**config.mk**
```make
export PLATFORM = sky130hd
export DESIGN_NAME = fast_pwm_timer
export DESIGN_NICKNAME = d
export VERILOG_FILES = /design/src/rtl/fpwm_pkg.sv /design/src/rtl/fpwm_counter.sv /design/src/rtl/fpwm_chan.sv /design/src/rtl/fpwm_flag.sv /design/src/rtl/fast_pwm_timer.sv
export SDC_FILE = /design/constraint.sdc
export NUM_CORES = 1
export LEC_CHECK = 0
export BUFFER_PORTS_ARGS = -buffer_cell sky130_fd_sc_hd__buf_2
export CAP_MARGIN = 20
export CORE_UTILIZATION = 60
export DETAILED_ROUTE_END_ITERATION = 6
export GPL_TIMING_DRIVEN = 0
export PLACE_DENSITY = 0.9
export SLEW_MARGIN = 40
export SYNTH_ARGS = -nofsm -noshare
export SYNTH_HDL_FRONTEND = slang
export SYNTH_HIERARCHICAL = 1
export SYNTH_SLANG_ARGS = --single-unit
```
**constraint.sdc**
```tcl
create_clock -name clk_i -period 4.5 [get_ports clk_i]
set_input_delay 0.225 -clock clk_i [delete_from_list [all_inputs] [get_ports clk_i]]
set_output_delay 0.225 -clock clk_i [all_outputs]
set_load 0.01 [all_outputs]
```
**src/rtl/fpwm_pkg.sv**
```systemverilog
package fpwm_pkg;
  typedef enum logic [2:0] {
    TOP_FIX8  = 3'd0,
    TOP_FIX9  = 3'd1,
    TOP_FIX10 = 3'd2,
    TOP_CMPA  = 3'd3,
    TOP_REG   = 3'd4
  } top_sel_e;

  typedef enum logic [1:0] {
    OM_OFF0   = 2'd0,
    OM_OFF1   = 2'd1,
    OM_NONINV = 2'd2,
    OM_INV    = 2'd3
  } out_mode_e;

  function automatic logic sel_is_fixed(input logic [2:0] sel);
    return sel < 3'(TOP_CMPA);
  endfunction

  function automatic logic sel_is_reg(input logic [2:0] sel);
    return sel >= 3'(TOP_REG);
  endfunction
endpackage

```
**src/rtl/fpwm_counter.sv**
```systemverilog
module fpwm_counter
  import fpwm_pkg::*;
#(
  parameter int CNT_W    = 16,
  parameter int FIX_BASE = 8
) (
  input  logic             clk_i,
  input  logic             rst_ni,
  input  logic             tick_i,
  input  logic [2:0]       top_sel_i,
  input  logic             top_wr_i,
  input  logic [CNT_W-1:0] wdata_i,
  input  logic [CNT_W-1:0] cmp_a_act_i,
  output logic [CNT_W-1:0] count_o,
  output logic [CNT_W-1:0] top_val_o,
  output logic [CNT_W-1:0] fix_mask_o,
  output logic             top_evt_o,
  output logic             wrap_evt_o
);
  localparam logic [CNT_W-1:0] ALL_ONES = {CNT_W{1'b1}};

  logic [CNT_W-1:0] top_reg_q;
  logic [CNT_W-1:0] fix_top;
  logic             at_top;

  assign fix_top = ~(ALL_ONES << (FIX_BASE + int'(top_sel_i[1:0])));

  always_comb begin
    if (sel_is_fixed(top_sel_i))        top_val_o = fix_top;
    else if (top_sel_i == 3'(TOP_CMPA)) top_val_o = cmp_a_act_i;
    else                                top_val_o = top_reg_q;
  end

  assign fix_mask_o = sel_is_fixed(top_sel_i) ? fix_top : ALL_ONES;
  assign at_top     = (count_o == top_val_o);
  assign top_evt_o  = tick_i & at_top;
  // level set point: limit reached, or natural wrap after a missed limit
  assign wrap_evt_o = tick_i & (at_top | (count_o == ALL_ONES));

  // period register is unshadowed: applies on the next cycle
  always_ff @(posedge clk_i or negedge rst_ni) begin
    if (!rst_ni)       top_reg_q <= '0;
    else if (top_wr_i) top_reg_q <= wdata_i;
  end

  always_ff @(posedge clk_i or negedge rst_ni) begin
    if (!rst_ni)        count_o <= '0;
    else if (top_evt_o) count_o <= '0;
    else if (tick_i)    count_o <= count_o + CNT_W'(1);
  end
endmodule

```
**src/rtl/fpwm_chan.sv**
```systemverilog
module fpwm_chan
  import fpwm_pkg::*;
#(
  parameter int CNT_W = 16
) (
  input  logic             clk_i,
  input  logic             rst_ni,
  input  logic             tick_i,
  input  logic             wr_i,
  input  logic [CNT_W-1:0] wdata_i,
  input  logic [CNT_W-1:0] mask_i,
  input  logic             load_i,
  input  logic             wrap_evt_i,
  input  logic [CNT_W-1:0] count_i,
  input  logic [1:0]       mode_i,
  output logic [CNT_W-1:0] act_o,
  output logic             match_o,
  output logic             wave_o
);
  logic [CNT_W-1:0] stage_q;
  logic             level_q;

  always_ff @(posedge clk_i or negedge rst_ni) begin
    if (!rst_ni)   stage_q <= '0;
    else if (wr_i) stage_q <= wdata_i & mask_i;
  end

  always_ff @(posedge clk_i or negedge rst_ni) begin
    if (!rst_ni)     act_o <= '0;
    else if (load_i) act_o <= stage_q;
  end

  assign match_o = (count_i == act_o);

  // set at period start wins over a coincident clear
  always_ff @(posedge clk_i or negedge rst_ni) begin
    if (!rst_ni)                level_q <= 1'b0;
    else if (wrap_evt_i)        level_q <= 1'b1;
    else if (tick_i && match_o) level_q <= 1'b0;
  end

  always_comb begin
    unique case (out_mode_e'(mode_i))
      OM_NONINV: wave_o = level_q;
      OM_INV:    wave_o = ~level_q;
      default:   wave_o = 1'b0;
    endcase
  end
endmodule

```
**src/rtl/fpwm_flag.sv**
```systemverilog
module fpwm_flag (
  input  logic clk_i,
  input  logic rst_ni,
  input  logic set_i,
  input  logic clr_i,
  output logic flag_o
);
  always_ff @(posedge clk_i or negedge rst_ni) begin
    if (!rst_ni)    flag_o <= 1'b0;
    else if (set_i) flag_o <= 1'b1;
    else if (clr_i) flag_o <= 1'b0;
  end
endmodule

```
**src/rtl/fast_pwm_timer.sv**
```systemverilog
module fast_pwm_timer
  import fpwm_pkg::*;
#(
  parameter int CNT_W    = 16,
  parameter int FIX_BASE = 8,
  parameter int N_CH     = 2
) (
  input  logic             clk_i,
  input  logic             rst_ni,
  input  logic             tick_i,
  input  logic [2:0]       top_sel_i,
  input  logic             cmp_a_wr_i,
  input  logic             cmp_b_wr_i,
  input  logic             top_wr_i,
  input  logic [CNT_W-1:0] wdata_i,
  input  logic [1:0]       mode_a_i,
  input  logic [1:0]       mode_b_i,
  input  logic             clr_ovf_i,
  input  logic             clr_cmpa_i,
  input  logic             clr_topreg_i,
  output logic [CNT_W-1:0] count_o,
  output logic             ovf_flag_o,
  output logic             cmpa_flag_o,
  output logic             topreg_flag_o,
  output logic             wave_a_o,
  output logic             wave_b_o
);
  localparam int N_FLAG = 3;

  logic [CNT_W-1:0]            top_val;
  logic [CNT_W-1:0]            fix_mask;
  logic                        top_evt;
  logic                        wrap_evt;
  logic [N_CH-1:0][CNT_W-1:0]  cmp_act;
  logic [N_CH-1:0]             cmp_match;
  logic [N_CH-1:0]             cmp_wr;
  logic [N_CH-1:0][1:0]        cmp_mode;
  logic [N_CH-1:0]             cmp_wave;
  logic [CNT_W-1:0]            cmp_a_act;
  logic [N_FLAG-1:0]           flag_set;
  logic [N_FLAG-1:0]           flag_clr;
  logic [N_FLAG-1:0]           flag_q;

  assign cmp_wr    = {cmp_b_wr_i, cmp_a_wr_i};
  assign cmp_mode  = {mode_b_i, mode_a_i};
  assign cmp_a_act = cmp_act[0];

  fpwm_counter #(
    .CNT_W   (CNT_W),
    .FIX_BASE(FIX_BASE)
  ) u_cnt (
    .clk_i      (clk_i),
    .rst_ni     (rst_ni),
    .tick_i     (tick_i),
    .top_sel_i  (top_sel_i),
    .top_wr_i   (top_wr_i),
    .wdata_i    (wdata_i),
    .cmp_a_act_i(cmp_a_act),
    .count_o    (count_o),
    .top_val_o  (top_val),
    .fix_mask_o (fix_mask),
    .top_evt_o  (top_evt),
    .wrap_evt_o (wrap_evt)
  );

  for (genvar c = 0; c < N_CH; c++) begin : g_ch
    fpwm_chan #(.CNT_W(CNT_W)) u_ch (
      .clk_i     (clk_i),
      .rst_ni    (rst_ni),
      .tick_i    (tick_i),
      .wr_i      (cmp_wr[c]),
      .wdata_i   (wdata_i),
      .mask_i    (fix_mask),
      .load_i    (top_evt),
      .wrap_evt_i(wrap_evt),
      .count_i   (count_o),
      .mode_i    (cmp_mode[c]),
      .act_o     (cmp_act[c]),
      .match_o   (cmp_match[c]),
      .wave_o    (cmp_wave[c])
    );
  end

  assign wave_a_o = cmp_wave[0];
  assign wave_b_o = cmp_wave[1];

  // flag order: 0 overflow, 1 compare A, 2 period register
  assign flag_set[0] = top_evt;
  assign flag_set[1] = tick_i & cmp_match[0];
  assign flag_set[2] = top_evt & sel_is_reg(top_sel_i);
  assign flag_clr    = {clr_topreg_i, clr_cmpa_i, clr_ovf_i};

  for (genvar f = 0; f < N_FLAG; f++) begin : g_flag
    fpwm_flag u_flag (
      .clk_i (clk_i),
      .rst_ni(rst_ni),
      .set_i (flag_set[f]),
      .clr_i (flag_clr[f]),
      .flag_o(flag_q[f])
    );
  end

  assign ovf_flag_o    = flag_q[0];
  assign cmpa_flag_o   = flag_q[1];
  assign topreg_flag_o = flag_q[2];
endmodule

```
==> reports/qor.csv <==
metric,value,unit
syn_inst,484,
worstRegToRegCells,10,
wl,12000,um
area_delta_synth_final,12.6,%
overflow,0,
antenna_cells,0,
clk_pin_slew,0.10,ns
rsz0062_at_grt,false,
p_per_area,358,nW/um2
pre_cts_slack,1.30,ns
fmax,322,MHz
ant_nets,0,
wl_per_cell,18.0,um
critPathMostFrequentCell,buf_2,
yosys_warnings,6,
r2r_start,g_ch[0].u_ch/act_o[3]$_DFFE_PN0P_,
grt_pass1_vias,3897,
place.gp.congestion,0.943,
worstPathArrival,3.36,ns
fp.dieH,94.4,um
drt_iter0_markers,319,
critical_path_class,flop to flop,
period_share,69.1,%
drtPass1Iterations,5,
clockRootBuffer,clkbuf_8,
period_needed,3.11,ns
dr_total_vias,3812,
p_leak,2.71,nW
coreArea,8220,um2
crit_fanout,13,
cts_resized,0,
setup_viol,0,
worstHoldEndpoint,g_ch[0].u_ch/level_q$_DFFE_PN0P_,
hold_class,input pin to flop,
slew_viol_final,0,
cp-end-kind,flop,
port_buffers,51,
tightest_slew,0.643,ns
synth.avg_cell_area,10.6,um2
stdcell_count,665,
fp.dieW,94.4,um
start_util,62.3,%
drc,0,
worst_slack,1.39,ns
slew_headroom,56.8,%
avgViaCountPerCell,5.73,
fillers,579,
setup_tns,0,ns
required,4.75,ns
final_nets,588,
ir_worst_vdd,0.169,mV
hp-start,tick_i,
num_io_pins,53,
crit_chain,and4bb_1 -> o21a_1 -> nor4_2 -> nand4_1 -> nor4_4 -> and2_4 -> buf_12 -> buf_2 -> buf_2 -> mux2_2,
hpwlAfterDp,8810,um
slowest_delay,0.43,ns
r2r_setup_slack,1.39,ns
syn_area,5120,um2
track_usage,29.4,%
power,0.00206,W
post-place-cells,648,
critPathSlowestCell,nor4_4,
antenna_found_initial,0,
cp-start-kind,flop,
maxCapViolations,0,
rows,33,
grt_max_degree,77,
hold_path_depth,2,
layout-drive-gt1-share,25.4,%
fin_worst_skew,0.0100,ns
die_area,8900,um2
status,"complete, no violations",
clockBufferDepth,2,
crit_start,g_ch[0].u_ch/act_o[3]$_DFFE_PN0P_,
hold_viol_final,0,
grt_pass1_wl,19400,um
cts.sink_count,101,
cts_made_buffers,9,
r2r_end,g_ch[0].u_ch/act_o[8]$_DFFE_PN0P_,
cts_tree,done,
htree_num_levels,3,
clk_latency,0.37,ns
-- state kept, by name, summed over array words and instances, names as in the netlist --
name                  count
g_ch.u_ch/act_o          32
g_ch.u_ch/stage_q        32
u_cnt/count_o            16
u_cnt/top_reg_q          16
g_flag.u_flag/flag_o      3
g_ch.u_ch/level_q         2
-- timing repair --
item                                   CTS  global route
endpoints found under the hold margin   25             0
setup buffers                            0             0
hold buffers                             1             0
-- cell type report --
type / count / area, um2 / share of cell area (%)
Sequential cell: 101 / 2530 / 43.9
Multi-Input combinational cell: 314 / 2240 / 38.9
Timing Repair Buffer: 53 / 303 / 5.25
Buffer: 35 / 223 / 3.86
Inverter: 41 / 154 / 2.67
Clock buffer: 11 / 141 / 2.45
Tap cell: 105 / 131 / 2.28
Clock inverter: 5 / 43.8 / 0.760
-- power breakdown --
part | internal, W | switching (W)
Clock | 0.000223 | 0.000317
Sequential | 0.000979 | 0.000118
Combinational | 0.000195 | 0.000231
Total | 0.00140 | 0.000666
-- per-stage QoR --
step                      instance area [um2]  hold slack [ns]  utilization (%)
after global routing                     5760           0.0764             70.1
final                                    5760           0.0794             70.1
after detailed placement                 5570           0.0808             67.8
after floorplan                          5140          -0.0706                -
after CTS                                5760           0.0666             70.1
after global placement                   5530            0.447             67.3
-- routing by layer --
layer | GRT usage [%] | routed length, um | part of all wire (%)
met1 | 38.6 | 4910 | 41
met2 | 48.2 | 5960 | 50
met5 | 0 | 0 | 0
met4 | 14.5 | 367 | 3.1
met3 | 4.03 | 733 | 6.1
-- worst max-delay path by stage --
stage	endpoint	slack, ns	cells after the start
CTS	g_ch[0].u_ch/act_o[5]$_DFFE_PN0P_	1.41	10
global route	g_ch[0].u_ch/act_o[5]$_DFFE_PN0P_	1.15	10
finish	g_ch[0].u_ch/act_o[8]$_DFFE_PN0P_	1.39	10
global placement	g_ch[0].u_ch/act_o[10]$_DFFE_PN0P_	1.36	13
detailed placement	g_ch[0].u_ch/act_o[5]$_DFFE_PN0P_	1.30	13
floorplan	g_ch[0].u_ch/act_o[10]$_DFFE_PN0P_	1.84	10
-- cells in the final DEF, fill, tap and decap left out, drive strengths merged --
cell / count
a21o: 3
a21oi: 13
a31oi: 2
and2: 6
and3: 8
and4: 1
and4bb: 1
buf: 75
clkbuf: 23
clkinv: 1
clkinvlp: 2
conb: 8
dfrtp: 101
dlygate4sd3: 1
ha: 1
inv: 43
mux2: 48
nand2: 12
nand2b: 4
nand3: 43
nand3b: 1
nand4: 14
nand4b: 4
nand4bb: 1
nor2: 24
nor2b: 8
nor3: 4
nor4: 6
o21a: 1
o21ai: 38
o21bai: 2
o22ai: 1
o2bb2ai: 1
o31ai: 1
or2: 1
or2b: 1
or3: 1
xnor2: 44
xor2: 11
-- worst max-delay path, delay by kind of cell (launching register included) --
family | cells | cell delay (ns)
AND/OR/NAND/NOR | 5 | 1.38
buffers and inverters | 3 | 0.65
flip-flops | 1 | 0.39
multiplexers | 1 | 0.37
AO/OA/AOI/OAI | 1 | 0.20
(Power assumes the default switching activity.)
